File: src/rtl/pic_prog_port.sv
module pic_prog_port #(
  parameter int DW = 8
) (
  input  logic          clk,
  input  logic          rst_n,
  input  logic          cs,
  input  logic          a0,
  input  logic          rd,
  input  logic          wr,
  input  logic [DW-1:0] din,
  output logic [DW-1:0] dout,
  input  logic [DW-1:0] irq_req,
  input  logic [DW-1:0] irq_svc,
  output logic [DW-1:0] mask_o,
  output logic [DW-1:0] cfg_init,
  output logic [DW-1:0] cfg_vbase,
  output logic [DW-1:0] cfg_slave,
  output logic [DW-1:0] cfg_mode,
  output logic [DW-1:0] rdsel_ctl,
  output logic          init_done,
  output logic [DW-1:0] cmd_pri,
  output logic          cmd_pri_vld,
  output logic          cmd_err
);
  localparam logic [DW-1:0] RDSEL_RST = DW'(2);

  typedef enum logic [1:0] {ST_RUN, ST_VEC, ST_CAS, ST_MODE} step_t;
  step_t step;
  logic  sel_svc;

  wire wr_even  = cs & wr & ~a0;
  wire wr_odd   = cs & wr & a0;
  wire is_start = wr_even & din[4];
  wire in_seq   = (step != ST_RUN);

  always_ff @(posedge clk or negedge rst_n) begin
    if (!rst_n) begin
      step        <= ST_RUN;
      sel_svc     <= 1'b0;
      mask_o      <= '0;
      cfg_init    <= '0;
      cfg_vbase   <= '0;
      cfg_slave   <= '0;
      cfg_mode    <= '0;
      rdsel_ctl   <= RDSEL_RST;
      init_done   <= 1'b0;
      cmd_pri     <= '0;
      cmd_pri_vld <= 1'b0;
      cmd_err     <= 1'b0;
    end else begin
      cmd_pri_vld <= 1'b0;
      cmd_err     <= 1'b0;
      if (is_start) begin
        cfg_init  <= din;
        mask_o    <= '0;
        rdsel_ctl <= RDSEL_RST;
        sel_svc   <= 1'b0;
        init_done <= 1'b0;
        step      <= ST_VEC;
      end else if (wr_even) begin
        if (in_seq) begin
          cmd_err <= 1'b1;
        end else if (!din[3]) begin
          cmd_pri     <= din;
          cmd_pri_vld <= 1'b1;
        end else begin
          rdsel_ctl <= din;
          if (din[1]) sel_svc <= din[0];
        end
      end else if (wr_odd) begin
        case (step)
          ST_VEC: begin
            cfg_vbase <= din;
            step      <= ST_CAS;
          end
          ST_CAS: begin
            cfg_slave <= din;
            step      <= ST_MODE;
          end
          ST_MODE: begin
            if (cfg_init[0]) cfg_mode <= din;
            init_done <= 1'b1;
            step      <= ST_RUN;
          end
          default: mask_o <= din;
        endcase
      end
    end
  end

  assign dout = !(cs && rd) ? '0 :
                a0          ? mask_o :
                sel_svc     ? irq_svc : irq_req;
endmodule


File: config.mk
export PLATFORM = sky130hd
export DESIGN_NAME = pic_prog_port
export DESIGN_NICKNAME = d
export VERILOG_FILES = /design/src/rtl/pic_prog_port.sv
export SDC_FILE = /design/constraint.sdc
export NUM_CORES = 1
export LEC_CHECK = 0
export BUFFER_PORTS_ARGS = -buffer_cell sky130_fd_sc_hd__buf_2
export CAP_MARGIN = 20
export CORE_MARGIN = 3
export CORE_UTILIZATION = 40
export DETAILED_ROUTE_END_ITERATION = 10
export GPL_ROUTABILITY_DRIVEN = 0
export HOLD_SLACK_MARGIN = 0.12
export PLACE_DENSITY = 0.77
export SYNTH_ARGS = -nofsm -noshare
export SYNTH_HDL_FRONTEND = slang
export SYNTH_SLANG_ARGS = --single-unit
File: constraint.sdc
create_clock -name clk -period 5.4 [get_ports clk]
set_clock_uncertainty 0.15 [all_clocks]
set_input_delay 0.27 -clock clk [delete_from_list [all_inputs] [get_ports clk]]
set_output_delay 0.27 -clock clk [all_outputs]
set_load 0.03 [all_outputs]
==> metrics.cfg, run 1 <==
[worst_hold_path]
hold_start=din[4]
hp-class=in -> reg

[sta]
min_period_ns=2.06
grt_setup_unrepaired=false
worst_slew_pin_slew_ns=0.772
fmax_mhz=485
fin_setup_tns_ns=0
slew_viol_final=0
hold_viol=0
setup_slack_ns=3.34
slew_headroom_pct=48.5
setup_viol=0
hold_ws_ns=0.187
min_period_over_period_pct=38.2

[global_route]
grt_util_met3_pct=4.73
grt_usage_pct=17.9
antenna_found_initial=0
met2_usage_pct=28.2
grtUsageMet1_pct=23.0
grt_busiest_layer=met2
grt_overflow=0
grt_pass1_vias=2007
grt_first_pass_wirelength_um=10300
grt_max_degree=62

[power]
combPwrFrac_pct=41.6
switchingPower_uw=755
p_sw_share_pct=41.1
p_per_area_nw_per_um2=535
power.internal_uw=1080
pwr-share-clk_pct=19.8
p_leak_uw=0.00186
ir_drop_mv=0.306
pwr-share-seq_pct=38.6

[yosys]
synth_compound_area_share_pct=8.53
yosysUniqueCellTypes=35
synth_enable_flop_cells=0
ys_top_cells_by_count=dfrtp_1, nand2_1, mux2_2, o21ai_0, mux2i_1
syn_area_per_cell_um2=12.0
synth_area_leader_cell=dfrtp_1
syn_nets=256
synth_flop_cell=dfrtp_1
async_flop_share_pct=100
ys_seq_area_share_pct=57.5
synth_top_family_by_area=multiplexers
synth_area_leaders=dfrtp_1, mux2_2, nand2_1, mux2i_1, mux2_4
synthAdderAreaFrac_pct=1.89
synth-xor-area-share_pct=0
syn_area_um2=2660
syn_inst=222
yosysWarnings=0
yosysTopAreaCellShare_pct=56.6
yosysMostFrequentCell=dfrtp_1
synth_mux_area_share_pct=17.7
synth-seq-cells=61
synth-simple-area-share_pct=11.4

[clock_network]
cts_resized=0
cts_tree=done
clk_latency_ns=0.33
htreeDepth=3
cts.sinks=61
cts-root-buf=clkbuf_8
cts_buffers=9
clk_path_buf_depth=2
clk_pin_slew_worst_paths_ns=0.06

[die]
ioPinCount=97
start_util_pct=41.6
die_area_um2=7650
core-area_um2=6390
fp.dieH_um=87.5
fp.dieW_um=87.5
rows=29

[worst_setup_path]
crit_family=simple AND/OR/NAND/NOR gates
cpMaxStageDelayCell=or4b_1
crit_fanout=8
crit_type=in -> reg
required_ns=5.46
startpoint=din[3]
path_buf_inv=2
path_cells=dlygate4sd3_1 > buf_2 > or4b_1 > mux2_4
cp-start-kind=input pin
arrival_ns=2.13
worstSetupEndpointType=register
cpPeakStageDelay_ns=0.76
r2r-start=step[0]

[final_layout]
synthToLayoutAreaGrowth_pct=29.2
layoutNonFillerInstCount=404
drive_above_1_share_pct=42.8
nets=357
fill_cells=556
diodes=0

[place]
dp.cells=381
place.port_buffers=95
preCtsSetupSlack_ns=3.06
dpl.hpwl_um=4440

[flow_run]
cap_viol_max_count=0

[drt]
vias=2034
drt_iter0_markers=115
drtPass1Iterations=4
ant_nets=0
wire_per_inst_um=15.9
drt-total-wl_um=6420
vias_per_cell=5.03
drc_errors=0

[status]
outcome=complete, no violations

==> placed cells by master, fill, tap and decap left out, drive strengths merged, types with 3 or more instances in the layout <==
cell type / instances
a22o: 5
o21ai: 17
ha: 4
mux2: 29
mux2i: 12
inv: 4
nand2: 34
a21oi: 3
buf: 96
dfrtp: 60
nor2: 7
dlygate4sd3: 8
clkbuf: 14
o31ai: 4
and3: 11
==> flip-flops by register name, summed over array words and instances (netlist names) <==
register / cells
cfg_slave: 8
cfg_mode: 8
init_done: 1
step: 2
cmd_pri: 7
cmd_pri_vld: 1
mask_o: 8
sel_svc: 1
cmd_err: 1
cfg_vbase: 8
rdsel_ctl: 8
cfg_init: 8
==> metrics by stage <==
step	area (um2)	total power, uW	util (%)
6_report	3430	1840	53.7
5_1_grt	3430	1950	53.7
4_1_cts	3430	1860	53.7
3_5_place_dp	3170	1480	49.7
3_3_place_gp	3170	1460	49.7
2_1_floorplan	2660	1240	-
==> layer usage <==
| metal | up-vias | routed length [um] |
|---|---|---|
| met2 | 83 | 2920 |
| met4 | 0 | 112 |
| met5 | - | 0 |
| li1 | 978 | - |
| met3 | 12 | 523 |
| met1 | 961 | 2860 |
==> power groups by stage <==
stage / Combinational [uW] / Clock (uW) / Sequential (uW)
2_1_floorplan: 223 / 0 / 1020
6_report: 764 / 364 / 708
4_1_cts: 771 / 374 / 711
3_5_place_dp: 764 / 0 / 717
3_3_place_gp: 748 / 0 / 716
5_1_grt: 820 / 393 / 733
==> cells by family (layout without fill, tap and decap cells) <==
group,Yosys count,count (layout)
and+or+nand+nor,62,62
DFF,61,61
muxes,41,41
AOI/OAI and AO/OA,35,35
buffers and inverters,18,123
adders and majority gates,4,4
other,1,1
==> worst register-to-register path, stage by stage, from the launching register on <==
cell     delay [ns]
dfrtp_1        0.40
inv_1          0.10
ha_1           0.22
or4b_1         0.68
mux2_4         0.38
==> worst paths after layout <==
| path | end | cells after the start | slack [ns] |
|---|---|---|---|
| worst max-delay path | cmd_pri[0] | 4 | 3.34 |
| worst min-delay path | cmd_err | 2 | 0.19 |
| worst max register to register | cmd_pri[0] | 4 | 3.35 |
| min in group asynchronous | cmd_pri_vld | 3 | 0.48 |
| max in group asynchronous | mask_o[7] | 3 | 4.08 |
| worst min register to register | cfg_init[4] | 1 | 0.32 |
==> what timing repair did <==
item,4_1_cts,5_1_grt
setup buffers,0,0
hold buffers,8,0
endpoints found under the hold margin,69,0
==> cell type report <==
| type | count | area, um2 | area share (%) |
|---|---|---|---|
| flip-flops and latches | 61 | 1530 | 44.5 |
| multi-input cells | 143 | 1050 | 30.6 |
| repair buffers | 104 | 563 | 16.4 |
| clock buffers | 14 | 173 | 5.03 |
| well taps | 77 | 96.3 | 2.81 |
| inverters | 4 | 15.0 | 0.438 |
| clock inverters | 1 | 5.00 | 0.146 |
Power figures use the tool's default switching activity.
==> run 2: changes to the inputs <==
--- a/config.mk
+++ b/config.mk
@@ -5,6 +5,7 @@
 export SDC_FILE = /design/constraint.sdc
 export NUM_CORES = 1
 export LEC_CHECK = 0
+export ABC_AREA = 1
 export BUFFER_PORTS_ARGS = -buffer_cell sky130_fd_sc_hd__buf_2
 export CAP_MARGIN = 20
 export CORE_MARGIN = 3
@@ -12,7 +13,7 @@
 export DETAILED_ROUTE_END_ITERATION = 10
 export GPL_ROUTABILITY_DRIVEN = 0
 export HOLD_SLACK_MARGIN = 0.12
-export PLACE_DENSITY = 0.77
+export PLACE_DENSITY = 0.79
 export SYNTH_ARGS = -nofsm -noshare
 export SYNTH_HDL_FRONTEND = slang
 export SYNTH_SLANG_ARGS = --single-unit
==> constraint.sdc (replaced) <==
create_clock -name clk -period 1.87 [get_ports clk]
set_clock_uncertainty 0.15 [all_clocks]
set_input_delay 0.0935 -clock clk [delete_from_list [all_inputs] [get_ports clk]]
set_output_delay 0.0935 -clock clk [all_outputs]
set_load 0.03 [all_outputs]
==> run 2 against run 1 <==
  * Combinational power grew to 3.1 times the previous value
  * Register-to-register slack got worse by 3.2 ns
  * Sequential share of layout area shrank 1.4 points
  * Clock power grew to 3.1 times the previous value
  * Synthesized area grew 1.0%
  * Via count up 18%
  * Total power rose to 3.1 times the previous value
  * Critical path type unchanged
==> metrics.cfg, run 2 <==
[yosys]
syn_area_per_cell_um2=8.97
synth_enable_flop_cells=0
yosysMostFrequentCell=nand2_1
syn_nets=333
synth_area_leaders=dfrtp_1, nand2_1, o21ai_0, inv_1, o21ai_1
synth_flop_cell=dfrtp_1
async_flop_share_pct=100
syn_inst=299
synth_area_leader_cell=dfrtp_1
synth-seq-cells=61
yosysTopAreaCellShare_pct=56.0
ys_seq_area_share_pct=56.9
syn_area_um2=2680
ys_top_cells_by_count=nand2_1, dfrtp_1, inv_1, o21ai_0, o21ai_1
yosysWarnings=0
yosysUniqueCellTypes=27

[final_layout]
final_cell_mix=buf_2, nand2_1, dfrtp_1, inv_1, o21ai_0
multi_input_area_um2=942
final_common_cell=buf_2
fill_cells=575
synthToLayoutAreaGrowth_pct=32.0
final_area_um2=3540
nets=444
drive_above_1_share_pct=32.3
seq_area_um2=1530
diodes=0

[worst_setup_path]
r2r_slack_ns=0.16
cpMaxStageDelayCell=dlygate4sd3_1
crit_type=in -> reg
crit_top_cell=dlygate4sd3_1
r2r-start=step[0]
rr_worst_depth=4
worstSetupEndpointType=register
cpPeakStageDelay_ns=0.61
r2r_end=cmd_pri[7]
required_ns=1.93
cp-start-kind=input pin
path_cells=dlygate4sd3_1 > clkbuf_4 > nand3_2 > dlygate4sd3_1 > o21ai_0 > nor2_1
arrival_ns=1.82
crit_fanout=15

[clock_network]
cts_tree=done
cts.sinks=61
clk_path_buf_depth=2
cts-root-buf=clkbuf_8
clk_latency_ns=0.32
postCtsSetupBuffers=0
cts_buffers=9
htreeDepth=3
clk_pin_slew_worst_paths_ns=0.07

[global_route]
grt_max_degree=27
antenna_found_initial=0
grt_overflow=0
grt_usage_pct=19.0
grt_first_pass_wirelength_um=11200
grt_pass1_vias=2360

[drt]
wl_met1_um=2870
highest_layer=met4
dr_wl_met2_um=3750
drtPass1Iterations=4
vias_per_cell=4.86
ant_nets=0
vias=2393
drt_iter0_markers=177
wire_per_inst_um=14.3
drt-total-wl_um=7030
dr_wl_met3_um=338
drc_errors=0

[die]
die_area_um2=7720
fp.dieW_um=87.9
start_util_pct=41.8
ioPinCount=97
rows=29
fp.dieH_um=87.9
core-area_um2=6420

[sta]
fmax_mhz=566
hold_viol=0
worst_slew_pin_slew_ns=0.574
setup_slack_ns=0.103
slew_viol_final=0
min_period_ns=1.77
min_period_over_period_pct=94.5
slew_headroom_pct=61.7
setup_viol=0

[power]
power.internal_uw=3160
p_sw_share_pct=44.0
ir_drop_mv=0.728
p_leak_uw=0.00200
switchingPower_uw=2490
pwr-share-clk_pct=19.9
p_per_area_nw_per_um2=1600
pwr-share-seq_pct=38.1
combPwrFrac_pct=42.0

[worst_hold_path]
hp-class=in -> async

[flow_run]
cap_viol_max_count=0

[place]
place_area_um2=3220
preCtsSetupSlack_ns=0.107
place.port_buffers=95
dpl.hpwl_um=5130

[status]
outcome=complete, no violations

## run 2: cell families (layout without fill, tap and decap cells)
kind of cell	count (synthesis)	in the layout	share of synthesized area, %
adder cells (fa/ha/maj)	4	4	1.87
AO/OA/AOI/OAI	74	74	15.1
other	1	1	0.140
buffers and inverters	49	165	8.12
flip-flops	61	61	56.9
AND/OR/NAND/NOR	110	110	17.8
## run 2: power groups by stage
| stage | Sequential (uW) | Combinational [uW] | Clock, uW |
|---|---|---|---|
| floorplan | 3030 | 723 | 0 |
| global placement | 2150 | 2300 | 0 |
| detailed placement | 2160 | 2370 | 0 |
| CTS | 2150 | 2400 | 1140 |
| global route | 2220 | 2560 | 1200 |
| finish | 2150 | 2380 | 1120 |
## run 2: through the flow
stage	setup TNS (ns)	utilization, %	hold slack, ns	power (uW)	cells
4_1_cts	0	55.0	0.163	5680	492
2_1_floorplan	0	-	-0.352	3750	299
3_3_place_gp	0	50.1	-0.0371	4450	463
6_report	0	55.2	0.187	5650	492
5_1_grt	-0.00277	55.2	0.212	5980	492
3_5_place_dp	0	50.1	-0.0301	4530	463
## run 2: metal layers
layer / global-route usage [%] / vias to the layer above
met5: 0 / -
met4: 8.09 / 0
met3: 3.67 / 5
met2: 32.5 / 78
met1: 23.4 / 1143
li1: - / 1167
## run 2: critical path: cells and delay by family
kind                   cells  cell delay, ns
buffers and inverters      3            1.36
AND/OR/NAND/NOR            2            0.20
AO/OA/AOI/OAI              1            0.17
## run 2: final cells by class
type                    count  share of cell area [%]
flip-flops and latches     61                    43.2
multi-input cells         189                    26.6
repair buffers            111                    18.2
clock buffers              14                    4.31
inverters                  38                    4.06
well taps                  77                    2.72
clock inverters             2                   0.989
## run 2: worst max path at each step
| stage | startpoint | end | slack [ns] |
|---|---|---|---|
| after floorplan | step[0] | rdsel_ctl[0] | 0.37 |
| after global placement | step[0] | rdsel_ctl[0] | 0.26 |
| after detailed placement | step[0] | rdsel_ctl[6] | 0.11 |
| after CTS | a0 | step[1] | 0.05 |
| after global routing | a0 | step[1] | -0.003 |
| final | a0 | step[1] | 0.10 |
## run 2: repair_timing
item                                   4_1_cts  5_1_grt
hold buffers                                13        0
gates resized for setup                      0        5
setup endpoints to repair                    0       15
endpoints found under the hold margin      118        0
==> run 3: changes to the inputs <==
--- a/config.mk
+++ b/config.mk
@@ -5,7 +5,7 @@
 export SDC_FILE = /design/constraint.sdc
 export NUM_CORES = 1
 export LEC_CHECK = 0
-export ABC_AREA = 1
+export ABC_AREA = 0
 export BUFFER_PORTS_ARGS = -buffer_cell sky130_fd_sc_hd__buf_2
 export CAP_MARGIN = 20
 export CORE_MARGIN = 3
==> run 3 against run 2 <==
  * Non-clock buffer count increased by 16
  * Register-to-register slack got worse by 0.12 ns
  * Sequential power decreased by 4%
  * First-iteration DRC count decreased by 49%
  * Die area decreased by 0.95%
  * Flip-flop and latch count unchanged
  * Utilization increased by 2.3 points
==> metrics.cfg, run 3 (synthesis gave the netlist of run 1 again) <==
[status]
outcome=complete, no violations

[die]
fp.dieH_um=87.5
die_area_um2=7650
start_util_pct=41.6
rows=29
core-area_um2=6390
fp.dieW_um=87.5
ioPinCount=97

[worst_setup_path]
cp-start-kind=register
cpPeakStageDelay_ns=0.46
cpMaxStageDelayCell=or4b_4
rr_worst_depth=5
crit_family=simple AND/OR/NAND/NOR gates
required_ns=1.93
r2r_slack_ns=0.04
path_buf_inv=2
path_cells=inv_2 > ha_1 > or4b_4 > buf_6 > mux2_4
arrival_ns=1.89
crit_type=reg -> reg
r2r-start=step[0]
crit_fanout=8
worstSetupEndpointType=register
r2r_end=cmd_pri[5]

[final_layout]
final_cell_mix=buf_2, dfrtp_1, nand2_1, mux2_2, o21ai_0
fill_cells=552
drive_above_1_share_pct=45.8
synthToLayoutAreaGrowth_pct=38.3
final_area_um2=3670
nets=380
final_common_cell=buf_2
diodes=0

[global_route]
grt_max_degree=23
grt_usage_pct=19.5
grt_pass1_vias=2187
grt_overflow=0
antenna_found_initial=0
grt_first_pass_wirelength_um=11100

[clock_network]
clk_path_buf_depth=2
clk_latency_ns=0.33
cts_buffers=9
cts.sinks=61
clk_pin_slew_worst_paths_ns=0.06
cts-root-buf=clkbuf_8
cts_tree=done
htreeDepth=3

[worst_hold_path]
hp-class=in -> async

[place]
dpl.hpwl_um=4860
place.port_buffers=95
preCtsSetupSlack_ns=-0.0131
place_area_um2=3300

[sta]
slew_viol_final=0
fmax_mhz=546
min_period_over_period_pct=97.9
min_period_ns=1.83
slew_headroom_pct=64.0
setup_slack_ns=0.0396
setup_viol=0
worst_slew_pin_slew_ns=0.540
hold_viol=0

[drt]
vias_per_cell=5.02
drtPass1Iterations=4
drc_errors=0
wire_per_inst_um=16.3
ant_nets=0
drt-total-wl_um=6960
drt_iter0_markers=91
vias=2137

[power]
ir_drop_mv=0.806
p_per_area_nw_per_um2=1480
p_leak_uw=0.00199

[flow_run]
cap_viol_max_count=0

## run 3: worst max path at each step
stage / start / to / slack (ns) / depth (start not counted)
3_3_place_gp: step[0] / cmd_pri[7] / 0.04 / 5
5_1_grt: step[1] / cmd_pri[5] / -0.008 / 5
4_1_cts: step[0] / cmd_pri[5] / 0.003 / 5
6_report: step[0] / cmd_pri[5] / 0.04 / 5
2_1_floorplan: step[0] / cmd_pri[0] / 0.04 / 5
3_5_place_dp: step[0] / cmd_pri[1] / -0.01 / 5
## run 3: per-stage QoR
step	instances	setup TNS, ns	hold WS (ns)	utilization, %	power, uW
3_5_place_dp	394	-0.0637	-0.0442	51.6	4340
3_3_place_gp	394	0	-0.0501	51.6	4270
2_1_floorplan	222	0	-0.352	-	3580
4_1_cts	424	0	0.113	57.0	5470
5_1_grt	426	-0.0140	0.146	57.5	5770
6_report	426	0	0.133	57.5	5450
## run 3: what timing repair did
action | 4_1_cts | 5_1_grt
pin swaps | 0 | 0
endpoints found under the hold margin | 116 | 0
hold buffers | 16 | 0
resized for setup | 2 | 6
setup buffers | 0 | 2
setup endpoints to repair | 16 | 15
## run 3: area by class of cell
type | count | area [um2] | share of cell area (%)
sequential | 61 | 1530 | 41.6
multi-input combinational | 143 | 1060 | 28.8
timing repair buffer | 127 | 791 | 21.5
clock buffer | 13 | 179 | 4.87
tap | 77 | 96.3 | 2.62
inverter | 4 | 15.0 | 0.409
clock inverter | 1 | 5.00 | 0.136
## run 3: per-layer routing
layer  vias up  global-route usage [%]  part of all wire, %
met5         -                       0                    0
met2        73                    31.8                   49
met1      1028                    24.1                   42
li1       1021                       -                    -
met3        15                    5.87                  7.2
met4         0                    7.67                  2.3
## run 3: where the power goes
| group | switching (uW) | internal [uW] |
|---|---|---|
| clock | 462 | 609 |
| combinational | 1480 | 835 |
| sequential | 277 | 1790 |
## run 3: worst reg2reg max path, delay by kind of cell (launching register included)
kind                     cells  cell delay [ns]
adder cells (fa/ha/maj)      1             0.16
buffers and inverters        2             0.24
AND/OR/NAND/NOR              1             0.46
flip-flops                   1             0.40
multiplexers                 1             0.29
